$ cat config.mk
export PLATFORM = sky130hd
export DESIGN_NAME = brd_ctrl
export DESIGN_NICKNAME = d
export VERILOG_FILES = /design/src/rtl/brd_pkg.sv /design/src/rtl/brd_irq_ctrl.sv /design/src/rtl/brd_socket_reg.sv /design/src/rtl/brd_gp_regs.sv /design/src/rtl/brd_ctrl.sv
export SDC_FILE = /design/constraint.sdc
export NUM_CORES = 1
export LEC_CHECK = 0
export ABC_CLOCK_PERIOD_IN_PS = 4300
export CAP_MARGIN = 20
export CORE_MARGIN = 2
export CORE_UTILIZATION = 30
export CTS_BUF_LIST = sky130_fd_sc_hd__clkbuf_16
export CTS_CLUSTER_SIZE = 12
export DETAILED_ROUTE_END_ITERATION = 7
export PLACE_DENSITY = 0.5
export SETUP_SLACK_MARGIN = 0.3
export SYNTH_ARGS = -nofsm -noshare
export SYNTH_HDL_FRONTEND = slang
export SYNTH_SLANG_ARGS = --single-unit
export TNS_END_PERCENT = 100
$ cat constraint.sdc
create_clock -name clk -period 4.3 [get_ports clk]
set_input_delay 0.86 -clock clk [delete_from_list [all_inputs] [get_ports clk]]
set_output_delay 0.86 -clock clk [all_outputs]
set_load 0.03 [all_outputs]
$ cat src/rtl/brd_pkg.sv
// Package brd_pkg
// Holds the shared address map and field positions of the board controller.
// Assumes word-aligned byte addresses; every listed offset is a multiple of four.
package brd_pkg;
    localparam int OFS_ENABLE  = 'h00;
    localparam int OFS_PENDING = 'h04;
    localparam int OFS_SOCK0   = 'h08;
    localparam int OFS_SOCK1   = 'h0C;
    localparam int OFS_GP_BASE = 'h10;

    localparam int SOCK_CTL_W     = 5;
    localparam int SOCK_CD_BIT    = 5;
    localparam int SOCK_READY_BIT = 10;

    localparam logic [31:0] IRQ_STORE_MASK = 32'h000F_EEFF;
endpackage

$ cat src/rtl/brd_irq_ctrl.sv
// Module brd_irq_ctrl
// Holds the interrupt enable and pending words and produces the combined,
// registered interrupt line. Inputs are level sampled on every edge. A set
// needs the enable bit as it stood before the edge. A bus write to the
// pending word overrides any input-driven set at the same edge.
// Assumes DATA_W > NUM_IRQ and the inputs are already synchronous to clk.
module brd_irq_ctrl #(
    parameter int          NUM_IRQ    = 16,
    parameter int          DATA_W     = 32,
    parameter logic [31:0] STORE_MASK = 32'h000F_EEFF
) (
    input  logic              clk,
    input  logic              rst_n,
    input  logic [NUM_IRQ-1:0] irq_i,
    input  logic              en_we_i,
    input  logic              pend_we_i,
    input  logic [DATA_W-1:0] wdata_i,
    output logic [DATA_W-1:0] en_o,
    output logic [DATA_W-1:0] pend_o,
    output logic              irq_o
);
    localparam int PAD_W = DATA_W - NUM_IRQ;
    localparam logic [DATA_W-1:0] MASK_W = DATA_W'(STORE_MASK);

    logic [DATA_W-1:0] en_q, en_d;
    logic [DATA_W-1:0] pend_q, pend_d;
    logic [DATA_W-1:0] line_w;
    logic              irq_q;

    assign line_w = {{PAD_W{1'b0}}, irq_i};

    // Next enable word: bus write stores masked data, otherwise hold.
    always_comb begin
        en_d = en_q;
        if (en_we_i) begin
            en_d = wdata_i & MASK_W;
        end
    end

    // Next pending word: bus write replaces, otherwise enabled high lines set.
    always_comb begin
        if (pend_we_i) begin
            pend_d = wdata_i & MASK_W;
        end else begin
            pend_d = pend_q | (line_w & en_q);
        end
    end

    // Register the enable and pending words.
    always_ff @(posedge clk) begin
        if (!rst_n) begin
            en_q   <= '0;
            pend_q <= '0;
        end else begin
            en_q   <= en_d;
            pend_q <= pend_d;
        end
    end

    // Register the combined interrupt from the current enabled pending bits.
    always_ff @(posedge clk) begin
        if (!rst_n) begin
            irq_q <= 1'b0;
        end else begin
            irq_q <= |(pend_q & en_q);
        end
    end

    assign en_o   = en_q;
    assign pend_o = pend_q;
    assign irq_o  = irq_q;

    // without a pending write no set bit is ever lost
    p_sticky_r6: assert property (@(posedge clk) disable iff (!rst_n)
        !pend_we_i |=> ((pend_q & $past(pend_q)) == $past(pend_q)));

    // without a pending write every enabled high line is latched
    p_latch_r5: assert property (@(posedge clk) disable iff (!rst_n)
        !pend_we_i |=> ((pend_q & $past(line_w & en_q)) == $past(line_w & en_q)));

    // a bit that was not enabled never appears through an input
    p_no_stray_r5: assert property (@(posedge clk) disable iff (!rst_n)
        !pend_we_i |=> ((pend_q & ~$past(pend_q) & ~$past(en_q)) == '0));

    // the written value is what the pending word holds after a write
    p_write_wins_r8: assert property (@(posedge clk) disable iff (!rst_n)
        pend_we_i |=> (pend_q == ($past(wdata_i) & MASK_W)));

    // the output only rises after an enabled pending bit existed
    p_irq_cause_r7: assert property (@(posedge clk) disable iff (!rst_n)
        $rose(irq_o) |-> $past((pend_q & en_q) != '0));
endmodule

$ cat src/rtl/brd_socket_reg.sv
// Module brd_socket_reg
// One card-socket word. Software owns the low control field. The ready
// flag is fixed at one. The card-detect flag is the registered inverse of the
// socket's interrupt line, so it reads zero while a card is signalled.
// Assumes CD_BIT and READY_BIT lie above the control field and below DATA_W.
module brd_socket_reg #(
    parameter int DATA_W    = 32,
    parameter int CTL_W     = 5,
    parameter int CD_BIT    = 5,
    parameter int READY_BIT = 10
) (
    input  logic              clk,
    input  logic              rst_n,
    input  logic              we_i,
    input  logic [DATA_W-1:0] wdata_i,
    input  logic              det_line_i,
    output logic [DATA_W-1:0] rdata_o
);
    logic [CTL_W-1:0] ctl_q;
    logic             cd_q;

    // Capture the control field on a write to this socket.
    always_ff @(posedge clk) begin
        if (!rst_n) begin
            ctl_q <= '0;
        end else if (we_i) begin
            ctl_q <= wdata_i[CTL_W-1:0];
        end
    end

    // Track the detect line, inverted, one edge behind.
    always_ff @(posedge clk) begin
        if (!rst_n) begin
            cd_q <= 1'b1;
        end else begin
            cd_q <= ~det_line_i;
        end
    end

    // Assemble the readable word from its fields.
    always_comb begin
        rdata_o                = '0;
        rdata_o[CTL_W-1:0]     = ctl_q;
        rdata_o[CD_BIT]        = cd_q;
        rdata_o[READY_BIT]     = 1'b1;
    end

    // the control field changes only through a write
    p_ctl_hold_r10: assert property (@(posedge clk) disable iff (!rst_n)
        !we_i |=> $stable(ctl_q));

    // card detect is the inverse of the line one edge earlier
    p_cd_follow_r9: assert property (@(posedge clk) disable iff (!rst_n)
        1'b1 |=> (cd_q == !$past(det_line_i)));
endmodule

$ cat src/rtl/brd_gp_regs.sv
// Module brd_gp_regs
// A bank of plain read/write storage words on consecutive word addresses,
// used for LED, switch and miscellaneous settings. Has no side effects.
// Assumes BASE is word aligned and the bank fits in the address space.
module brd_gp_regs #(
    parameter int NUM_GP = 8,
    parameter int DATA_W = 32,
    parameter int ADDR_W = 8,
    parameter int BASE   = 'h10
) (
    input  logic              clk,
    input  logic              rst_n,
    input  logic [ADDR_W-1:0] addr_i,
    input  logic              we_i,
    input  logic [DATA_W-1:0] wdata_i,
    output logic              hit_o,
    output logic [DATA_W-1:0] rdata_o
);
    logic [DATA_W-1:0] gp_q [NUM_GP];
    logic [NUM_GP-1:0] sel_w;

    for (genvar gi = 0; gi < NUM_GP; gi++) begin : g_word
        localparam logic [ADDR_W-1:0] WADDR = ADDR_W'(BASE + 4 * gi);

        assign sel_w[gi] = (addr_i == WADDR);

        // Store the written word when this slot is addressed.
        always_ff @(posedge clk) begin
            if (!rst_n) begin
                gp_q[gi] <= '0;
            end else if (we_i && sel_w[gi]) begin
                gp_q[gi] <= wdata_i;
            end
        end

        // a storage word changes only when written at its own address
        p_gp_hold_r2: assert property (@(posedge clk) disable iff (!rst_n)
            !(we_i && (addr_i == WADDR)) |=> $stable(gp_q[gi]));
    end

    // Select the addressed storage word for the read path.
    always_comb begin
        rdata_o = '0;
        for (int i = 0; i < NUM_GP; i++) begin
            if (sel_w[i]) begin
                rdata_o = gp_q[i];
            end
        end
    end

    assign hit_o = |sel_w;
endmodule

$ cat src/rtl/brd_ctrl.sv
// Module brd_ctrl
// Top of the board controller. Decodes the register bus, routes writes to
// the interrupt block, the two sockets and the storage bank, and muxes the
// read data. Unmapped addresses read zero and ignore writes.
// Assumes a single-cycle bus with no handshake.
module brd_ctrl
    import brd_pkg::*;
#(
    parameter int NUM_IRQ = 16,
    parameter int DATA_W  = 32,
    parameter int ADDR_W  = 8,
    parameter int NUM_GP  = 8,
    parameter int CD0_IRQ = 9,
    parameter int CD1_IRQ = 13
) (
    input  logic               clk,
    input  logic               rst_n,
    input  logic [ADDR_W-1:0]  addr_i,
    input  logic               we_i,
    input  logic [DATA_W-1:0]  wdata_i,
    output logic [DATA_W-1:0]  rdata_o,
    input  logic [NUM_IRQ-1:0] irq_i,
    output logic               irq_o
);
    localparam logic [ADDR_W-1:0] A_EN   = ADDR_W'(OFS_ENABLE);
    localparam logic [ADDR_W-1:0] A_PEND = ADDR_W'(OFS_PENDING);
    localparam logic [ADDR_W-1:0] A_S0   = ADDR_W'(OFS_SOCK0);
    localparam logic [ADDR_W-1:0] A_S1   = ADDR_W'(OFS_SOCK1);

    logic              sel_en, sel_pend;
    logic [1:0]        sel_sock;
    logic [DATA_W-1:0] en_w, pend_w, gp_rdata;
    logic [DATA_W-1:0] sock_rdata [2];
    logic              gp_hit;
    logic [1:0]        det_w;

    assign sel_en      = (addr_i == A_EN);
    assign sel_pend    = (addr_i == A_PEND);
    assign sel_sock[0] = (addr_i == A_S0);
    assign sel_sock[1] = (addr_i == A_S1);
    assign det_w       = {irq_i[CD1_IRQ], irq_i[CD0_IRQ]};

    brd_irq_ctrl #(
        .NUM_IRQ    (NUM_IRQ),
        .DATA_W     (DATA_W),
        .STORE_MASK (IRQ_STORE_MASK)
    ) u_irq (
        .clk       (clk),
        .rst_n     (rst_n),
        .irq_i     (irq_i),
        .en_we_i   (we_i && sel_en),
        .pend_we_i (we_i && sel_pend),
        .wdata_i   (wdata_i),
        .en_o      (en_w),
        .pend_o    (pend_w),
        .irq_o     (irq_o)
    );

    for (genvar si = 0; si < 2; si++) begin : g_sock
        brd_socket_reg #(
            .DATA_W    (DATA_W),
            .CTL_W     (SOCK_CTL_W),
            .CD_BIT    (SOCK_CD_BIT),
            .READY_BIT (SOCK_READY_BIT)
        ) u_sock (
            .clk        (clk),
            .rst_n      (rst_n),
            .we_i       (we_i && sel_sock[si]),
            .wdata_i    (wdata_i),
            .det_line_i (det_w[si]),
            .rdata_o    (sock_rdata[si])
        );
    end

    brd_gp_regs #(
        .NUM_GP (NUM_GP),
        .DATA_W (DATA_W),
        .ADDR_W (ADDR_W),
        .BASE   (OFS_GP_BASE)
    ) u_gp (
        .clk     (clk),
        .rst_n   (rst_n),
        .addr_i  (addr_i),
        .we_i    (we_i),
        .wdata_i (wdata_i),
        .hit_o   (gp_hit),
        .rdata_o (gp_rdata)
    );

    // Read multiplexer; unmapped addresses fall through to zero.
    always_comb begin
        if (sel_en) begin
            rdata_o = en_w;
        end else if (sel_pend) begin
            rdata_o = pend_w;
        end else if (sel_sock[0]) begin
            rdata_o = sock_rdata[0];
        end else if (sel_sock[1]) begin
            rdata_o = sock_rdata[1];
        end else if (gp_hit) begin
            rdata_o = gp_rdata;
        end else begin
            rdata_o = '0;
        end
    end

    // masked-off bits of the interrupt words never read as one
    p_mask_hold_r3: assert property (@(posedge clk) disable iff (!rst_n)
        ((en_w | pend_w) & ~DATA_W'(IRQ_STORE_MASK)) == '0);
endmodule

==> key figures, run 1 <==
Run status
  – Status: completed

Run
  – Maxcap violations: 0

Critical path
  – Crit path from: addr_i[0]
  – Crit Reg-Reg Startpoint: u_irq.pend_o[6]
  – Slowest cell on crit path: or4_1
  – Critical Path Max Stage Delay: 0.50 ns
  – CP max FO: 7
  – Crit path required time: 3.44 ns
  – CP Capture Type: output port
  – Startpoint Class: primary input
  – CP most frequent cell: buf_4
  – Worst path cell trace: dlygate4sd2_1 > buf_4 > or4_1 > buf_4 > or2_1 > and2_1 > o21ai_0 > o31a_1 > buf_12
  – Worst setup path class: in -> out
  – CP Data Arrival Time: 3.06 ns

Synthesis
  – Post-synth EDFFs: 256
  – Compound-Gate Fraction of Synth Area: 0.138
  – #FFs+latches synth: 305
  – Net count after synthesis: 1296
  – Yosys warns: 0
  – Synth Flop Type: edfxtp_1
  – Portion of netlist area occupied by mux cells: 0.0467
  – Post-Synth XOR/XNOR Area: 0.000602
  – Largest family of logic cells by synthesized area: simple AND/OR/NAND/NOR gates
  – Synth unique cells: 65
  – Area share of fa/ha/maj cells after synthesis: 0
  – Post-synthesis simple-gate area fraction: 0.189
  – Register area share after synthesis: 0.595
  – Syn avg cell area: 11.8 um2
  – Cell Area, Synth: 14600 um2
  – Syn Inst Count: 1237
  – Async SR Flop Fraction: 0

Power
  – Sw Share: 0.226
  – Power per cell area: 367 nW/um2
  – Final Power: 6.60 mW
  – Pleak: 6.56 nW
  – Pint: 5.11 mW
  – Comb pwr share: 0.066
  – Sequential power share: 0.508
  – VDD IR-drop max: 0.200 mV
  – Share of power burned in the clock network: 0.426
  – Switching power: 1.49 mW

Timing
  – Final setup fails: 0
  – Worst clock skew: 0.00501 ns
  – Max Clock Freq: 255 MHz
  – Fin. max-slew vios: 0
  – Period utilization: 0.911
  – Tmin final: 3.92 ns
  – Max transition margin: 0.474
  – Final-report hold violation count: 0
  – Tightest Pin Transition: 0.787 ns
  – RSZ-0062 raised after global routing: no
  – Final setup margin: 0.384 ns

Drt
  – Final ANT Viol Nets: 0
  – Number of remaining DRC errors: 0
  – Vias: 10400
  – Pre-antenna DRT Iters: 5
  – Via-to-Cell Ratio: 5.20
  – Drt initial violations: 798
  – Routed wire length: 46.4 mm
  – Routed wire per std cell: 23.2 um

Hold path
  – Worst Hold Launch: u_irq.en_o[19]
  – Worst hold path class: reg -> reg

GRT
  – Total gr overflow: 0
  – Largest net degree at the start of global routing: 40
  – Global Route Usage Sum: 0.184
  – Vias in the first global route: 10400
  – First-pass GRT wire length: 68.7 mm
  – Initial antenna violation count: 0

Floorplanning
  – # rows: 80
  – Die area: 50300 um2
  – Die height: 224 um
  – I/O pins: 92
  – Core ar.: 47800 um2
  – Chip Width: 224 um
  – Initial core utilization: 0.304

Clock network
  – Root buf cell: clkbuf_16
  – Num CTS Buffers: 34
  – Clock transition at the registers of the reported paths: 0.06 ns
  – H-tree Lvls: 2
  – Total clock sinks: 305
  – CTS max path bufs: 3
  – CTS tree: yes
  – # hold bufs at CTS: 0
  – Clk_lat worst skew: 0.52 ns

Placed design
  – Placed wire-length estimate: 30.8 mm
  – Post-place setup slack: -0.0561 ns
  – Routability cong.: 0.825
  – Port Buf Inserts: 89

Layout
  – Area growth syn-to-layout: 23.5%
  – Share of cells above drive strength 1: 0.176
  – NumNets Final: 1417
  – ANT cells: 0
==> cells in the mapped netlist (2+ instances only) <==
cell         n  share of area
o21a_1       2         0.0010
nor2b_1     15         0.0064
or4b_1       3         0.0021
o31a_1       5         0.0030
or2_2        3         0.0013
a221o_1      2         0.0014
edfxtp_1   256           0.53
nor2_1      28         0.0072
o211ai_1    24          0.012
a221oi_1    26          0.016
a2bb2oi_1    5         0.0030
o22ai_1     25          0.011
buf_4        2         0.0010
a21boi_2    10         0.0077
nand3_1      5         0.0017
buf_6        2         0.0015
o21ai_1      5         0.0017
a21oi_1     56          0.019
o211a_1     14         0.0096
a21o_1       3         0.0015
a22o_1       4         0.0024
nand2_2     12         0.0052
mux2i_1     59          0.041
nor3_2       2         0.0014
or3_1       16         0.0069
nand2b_1     6         0.0026
buf_2       25         0.0086
inv_1        3        0.00077
or4_1        2         0.0010
o221ai_1     3         0.0018
mux4_2       3         0.0046
a2111oi_0   14         0.0084
mux2_2       2         0.0015
and2_1     265           0.11
nand2_1     81          0.021
o21ai_0     59          0.020
dfxtp_1     49          0.067
a22oi_1     19         0.0098
a21boi_0     9         0.0046
clkbuf_1    68          0.018
nor3_1      21         0.0072
==> repair_timing <==
| action | 4_1_cts | 5_1_grt |
|---|---|---|
| cloned | 1 | 1 |
| setup endpoints to repair | 32 | 22 |
| gates resized for setup | 25 | 6 |
| pin swaps | 6 | 3 |
| hold endpoints to repair | 0 | 0 |
| buffers inserted | 3 | 0 |
==> sequential cells by signal, indices dropped and copies added, names as in the netlist <==
| signal | cells |
|---|---|
| g_sock.u_sock.cd_q | 2 |
| g_sock.u_sock.ctl_q | 10 |
| u_gp.gp_q | 256 |
| u_irq.en_o | 18 |
| u_irq.irq_o | 1 |
| u_irq.pend_o | 18 |
==> per-layer routing <==
layer | part of all wire | GRT usage | routed length (um)
met2 | 0.48 | 0.307 | 22400
met3 | 0.044 | 0.0243 | 2020
met4 | 0.022 | 0.0485 | 999
met1 | 0.45 | 0.253 | 21000
met5 | 0 | 0 | 0
==> worst max-delay path: cells and delay by family <==
kind / cells / cell delay [ns]
AO/OA/AOI/OAI: 2 / 0.34
AND/OR/NAND/NOR: 3 / 1.02
buffers and inverters: 4 / 0.82
==> layout make-up <==
type,count,area (um2)
fillers,4629,29900
flip-flops and latches,305,8670
multi-input cells,829,5630
repair buffers,184,1840
clock buffers,38,951
well taps,615,769
clock inverters,23,118
inverters,4,15.0
==> metrics by stage <==
step	area [um2]	hold slack [ns]	TNS (ns)	utilization	instances
2_1_floorplan	14600	0.457	-17.34	-	1237
3_3_place_gp	16700	0.469	-0.0707	0.350	1932
3_5_place_dp	16700	0.488	-0.0561	0.350	1932
4_1_cts	17900	0.498	0	0.375	1997
5_1_grt	18000	0.542	0	0.376	1998
6_report	18000	0.497	0	0.376	1998
==> placed cells by master, fill, tap and decap left out, types with 9 or more instances in the layout <==
cell,Yosys,routed
nand2_1,81,78
and2_1,265,265
or3_1,16,16
o211ai_1,24,24
o22ai_1,25,25
nor3_1,21,17
a21boi_0,9,9
a21boi_2,10,10
inv_1,3,15
o21ai_0,59,52
mux2i_1,59,59
nor2_1,28,22
a21oi_1,56,55
dfxtp_1,49,49
o211a_1,14,14
nor2b_1,15,15
buf_4,2,103
buf_12,0,22
a221oi_1,26,25
a2111oi_0,14,12
clkbuf_16,0,39
nand2_2,12,15
clkdlybuf4s50_1,0,48
a22oi_1,19,19
edfxtp_1,256,256
==> kinds of logic (layout without fill, tap and decap cells) <==
| group | after synthesis | after routing |
|---|---|---|
| AOI/OAI and AO/OA | 291 | 291 |
| xor gates and xnor gates | 1 | 1 |
| buffers and inverters | 103 | 249 |
| DFF | 305 | 305 |
| muxes | 64 | 64 |
| and+or+nand+nor | 473 | 473 |
==> path summary, 6_finish.rpt <==
| check | endpoint | slack (ns) | cells after the start |
|---|---|---|---|
| worst max-delay path | rdata_o[7] | 0.38 | 9 |
| worst max register to register | u_irq.irq_o | 2.85 | 4 |
| worst min-delay path | u_irq.en_o[19] | 0.50 | 2 |
| worst min register to register | u_irq.en_o[19] | 0.50 | 2 |
==> power groups by stage <==
stage | registers (mW) | logic (mW) | clock network [mW]
after global placement | 3.41 | 0.429 | 0
after global routing | 3.37 | 0.465 | 2.96
after detailed placement | 3.42 | 0.433 | 0
final | 3.35 | 0.437 | 2.81
after floorplan | 3.41 | 0.192 | 0
after CTS | 3.35 | 0.439 | 2.86
Note: power is estimated with default switching activity, not from simulation.
==> inputs of run 2 (changes only) <==
- ABC_CLOCK_PERIOD_IN_PS: 4300 -> 4000
- PLACE_DENSITY: 0.5 -> 0.48
- clock period: 4.3 -> 4 ns (I/O delays scaled with it)
==> run 2 against run 1 <==
  * Final area up 1.8%
  * Non-clock buffer count up 32
  * Clock power up 2%
  * Core utilization up 0.67 points
  * Final cell count up 1.6%
  * Global-route usage up 1.1 points
  * Sequential power up 7.8%
  * Combinational power up 13%
  * Sequential share of layout area down 0.84 points
  * Worst hold slack better by 0.0026 ns
  * Clock skew up 0.0040 ns
==> key figures, run 2 (synthesis results as in run 1) <==
Critical path
  – Crit Reg-Reg Startpoint: u_irq.pend_o[3]
  – Worst path cell trace: clkdlybuf4s15_2 > buf_4 > or4b_1 > or2_2 > o21ai_0 > o31a_1 > buf_12
  – R2R Setup Slk: 2.63 ns
  – Worst setup path class: in -> out
  – CP Capture Type: output port
  – Reg-to-Reg End: u_irq.irq_o
  – CP Data Arrival Time: 2.83 ns
  – Critical Path Max Stage Delay: 0.61 ns
  – CP max FO: 5
  – Startpoint Class: primary input
  – Crit path required time: 3.20 ns
  – Bufs and invs on worst path: 3
  – Slowest cell on crit path: or4b_1
  – CP top delay family: simple AND/OR/NAND/NOR gates
  – FF-to-FF path depth: 4

GRT
  – Vias in the first global route: 10600
  – First-pass GRT wire length: 71.8 mm
  – Global Route Usage Sum: 0.195
  – Total gr overflow: 0
  – Largest net degree at the start of global routing: 50
  – Initial antenna violation count: 2

Drt
  – Vias: 10600
  – Pre-antenna DRT Iters: 5
  – Routed wire per std cell: 24.3 um
  – Drt initial violations: 822
  – Final ANT Viol Nets: 0
  – Via-to-Cell Ratio: 5.21
  – Routed wire length: 49.4 mm
  – Number of remaining DRC errors: 0

Clock network
  – Clk_lat worst skew: 0.52 ns
  – Num CTS Buffers: 35
  – CTS tree: yes
  – Root buf cell: clkbuf_16
  – Total clock sinks: 305
  – H-tree Lvls: 2
  – CTS max path bufs: 3
  – # hold bufs at CTS: 0
  – Clock transition at the registers of the reported paths: 0.06 ns

Timing
  – Max transition margin: 0.508
  – Tightest Pin Transition: 0.735 ns
  – Tmin final: 3.63 ns
  – Final setup margin: 0.373 ns
  – RSZ-0062 raised after global routing: no
  – Max Clock Freq: 276 MHz
  – Period utilization: 0.907
  – Final-report hold violation count: 0
  – Final setup fails: 0
  – Post-Route Setup TNS: 0 ns
  – Worst clock skew: 0.00897 ns
  – Minimum hold slack: 0.499 ns
  – Fin. max-slew vios: 0

Floorplanning
  – Initial core utilization: 0.304
  – # rows: 80
  – Core ar.: 47800 um2
  – I/O pins: 92
  – Die area: 50300 um2
  – Die height: 224 um
  – Chip Width: 224 um

Power
  – Final Power: 6.97 mW
  – Power per cell area: 380 nW/um2
  – Pleak: 6.70 nW
  – VDD IR-drop max: 0.254 mV

Placed design
  – Routability cong.: 0.862
  – Port Buf Inserts: 89
  – Placed wire-length estimate: 32.5 mm
  – Post-place setup slack: -0.103 ns
  – Area after DPL: 16900 um2

Run status
  – Status: completed

Layout
  – Commonest non-fill, non-tap cell in the layout: and2_1
  – Final instance area: 18300 um2
  – Area growth syn-to-layout: 25.7%
  – Reg with most FFs: u_gp.gp_q
  – Share of cells above drive strength 1: 0.203
  – Max reg flops: 256
  – NumNets Final: 1450
  – Fillers: 4623
  – Commonest cells after routing, fill and taps aside: and2_1 (265), edfxtp_1 (256), buf_4 (118), nand2_1 (78), mux2i_1 (59)

Hold path
  – End of the worst hold path: u_irq.en_o[19]
  – Hold path cells: 2
  – Worst Hold Launch: u_irq.en_o[19]
  – Worst hold path class: reg -> reg

Run
  – Maxcap violations: 0
==> run 2: cell count changes in the layout (fill, tap and decap cells not counted), sizes merged, moves of 2 or more <==
cell,before,now
clkbuf,39,42
buf,128,160
clkinv,8,13
inv,18,16
dlygate4sd2,5,0
==> run 2: worst max-delay path by stage <==
stage,end,slack (ns),startpoint,cells past startpoint
after floorplan,u_gp.gp_q[0][0],-0.51,addr_i[7],4
after global placement,rdata_o[10],-0.07,addr_i[7],8
after detailed placement,rdata_o[10],-0.10,addr_i[1],10
after CTS,rdata_o[10],0.28,addr_i[5],11
after global routing,rdata_o[8],0.30,addr_i[1],10
final,rdata_o[13],0.37,addr_i[1],7
==> run 2: worst register-to-register path: stages, from the launching register on <==
cell and delay (ns):
dfxtp_1 0.36, a22o_1 0.23, a221oi_1 0.25, nand4_1 0.19, o21a_1 0.23
==> run 2: report_power, final <==
group / total, mW / internal [mW] / switching [mW]
Combinational: 0.495 / 0.178 / 0.317
Clock: 2.86 / 1.58 / 1.28
Sequential: 3.61 / 3.57 / 0.0366
Total: 6.97 / 5.33 / 1.64
==> run 2: layout make-up <==
cell class / instances / area [um2] / area share
sequential: 305 / 8670 / 0.473
clock buffer: 35 / 876 / 0.0478
clock inverter: 25 / 106 / 0.00581
antenna: 1 / 2.50 / 0.000137
multi-input combinational: 829 / 5680 / 0.310
tap: 615 / 769 / 0.0420
timing repair buffer: 216 / 2190 / 0.120
inverter: 4 / 15.0 / 0.000820
==> run 2: what timing repair did <==
action,4_1_cts,5_1_grt
endpoints found under the hold margin,0,0
resized for setup,48,25
gates cloned,4,1
pin swaps,13,11
setup buffers,10,5
setup endpoints to repair,32,28
==> run 2: metal layers <==
metal | part of all wire | up-vias | wire, um | track usage
li1 | - | 4863 | - | -
met2 | 0.48 | 327 | 23800 | 0.324
met1 | 0.45 | 5331 | 22300 | 0.273
met4 | 0.018 | 0 | 901 | 0.0455
met3 | 0.048 | 53 | 2370 | 0.0212
met5 | 0 | - | 0 | 0
==> run 2: through the flow <==
step,std cells,utilization
detailed placement,1949,0.353
floorplan,1237,-
global route,2029,0.383
CTS,2023,0.380
finish,2030,0.383
global placement,1949,0.353
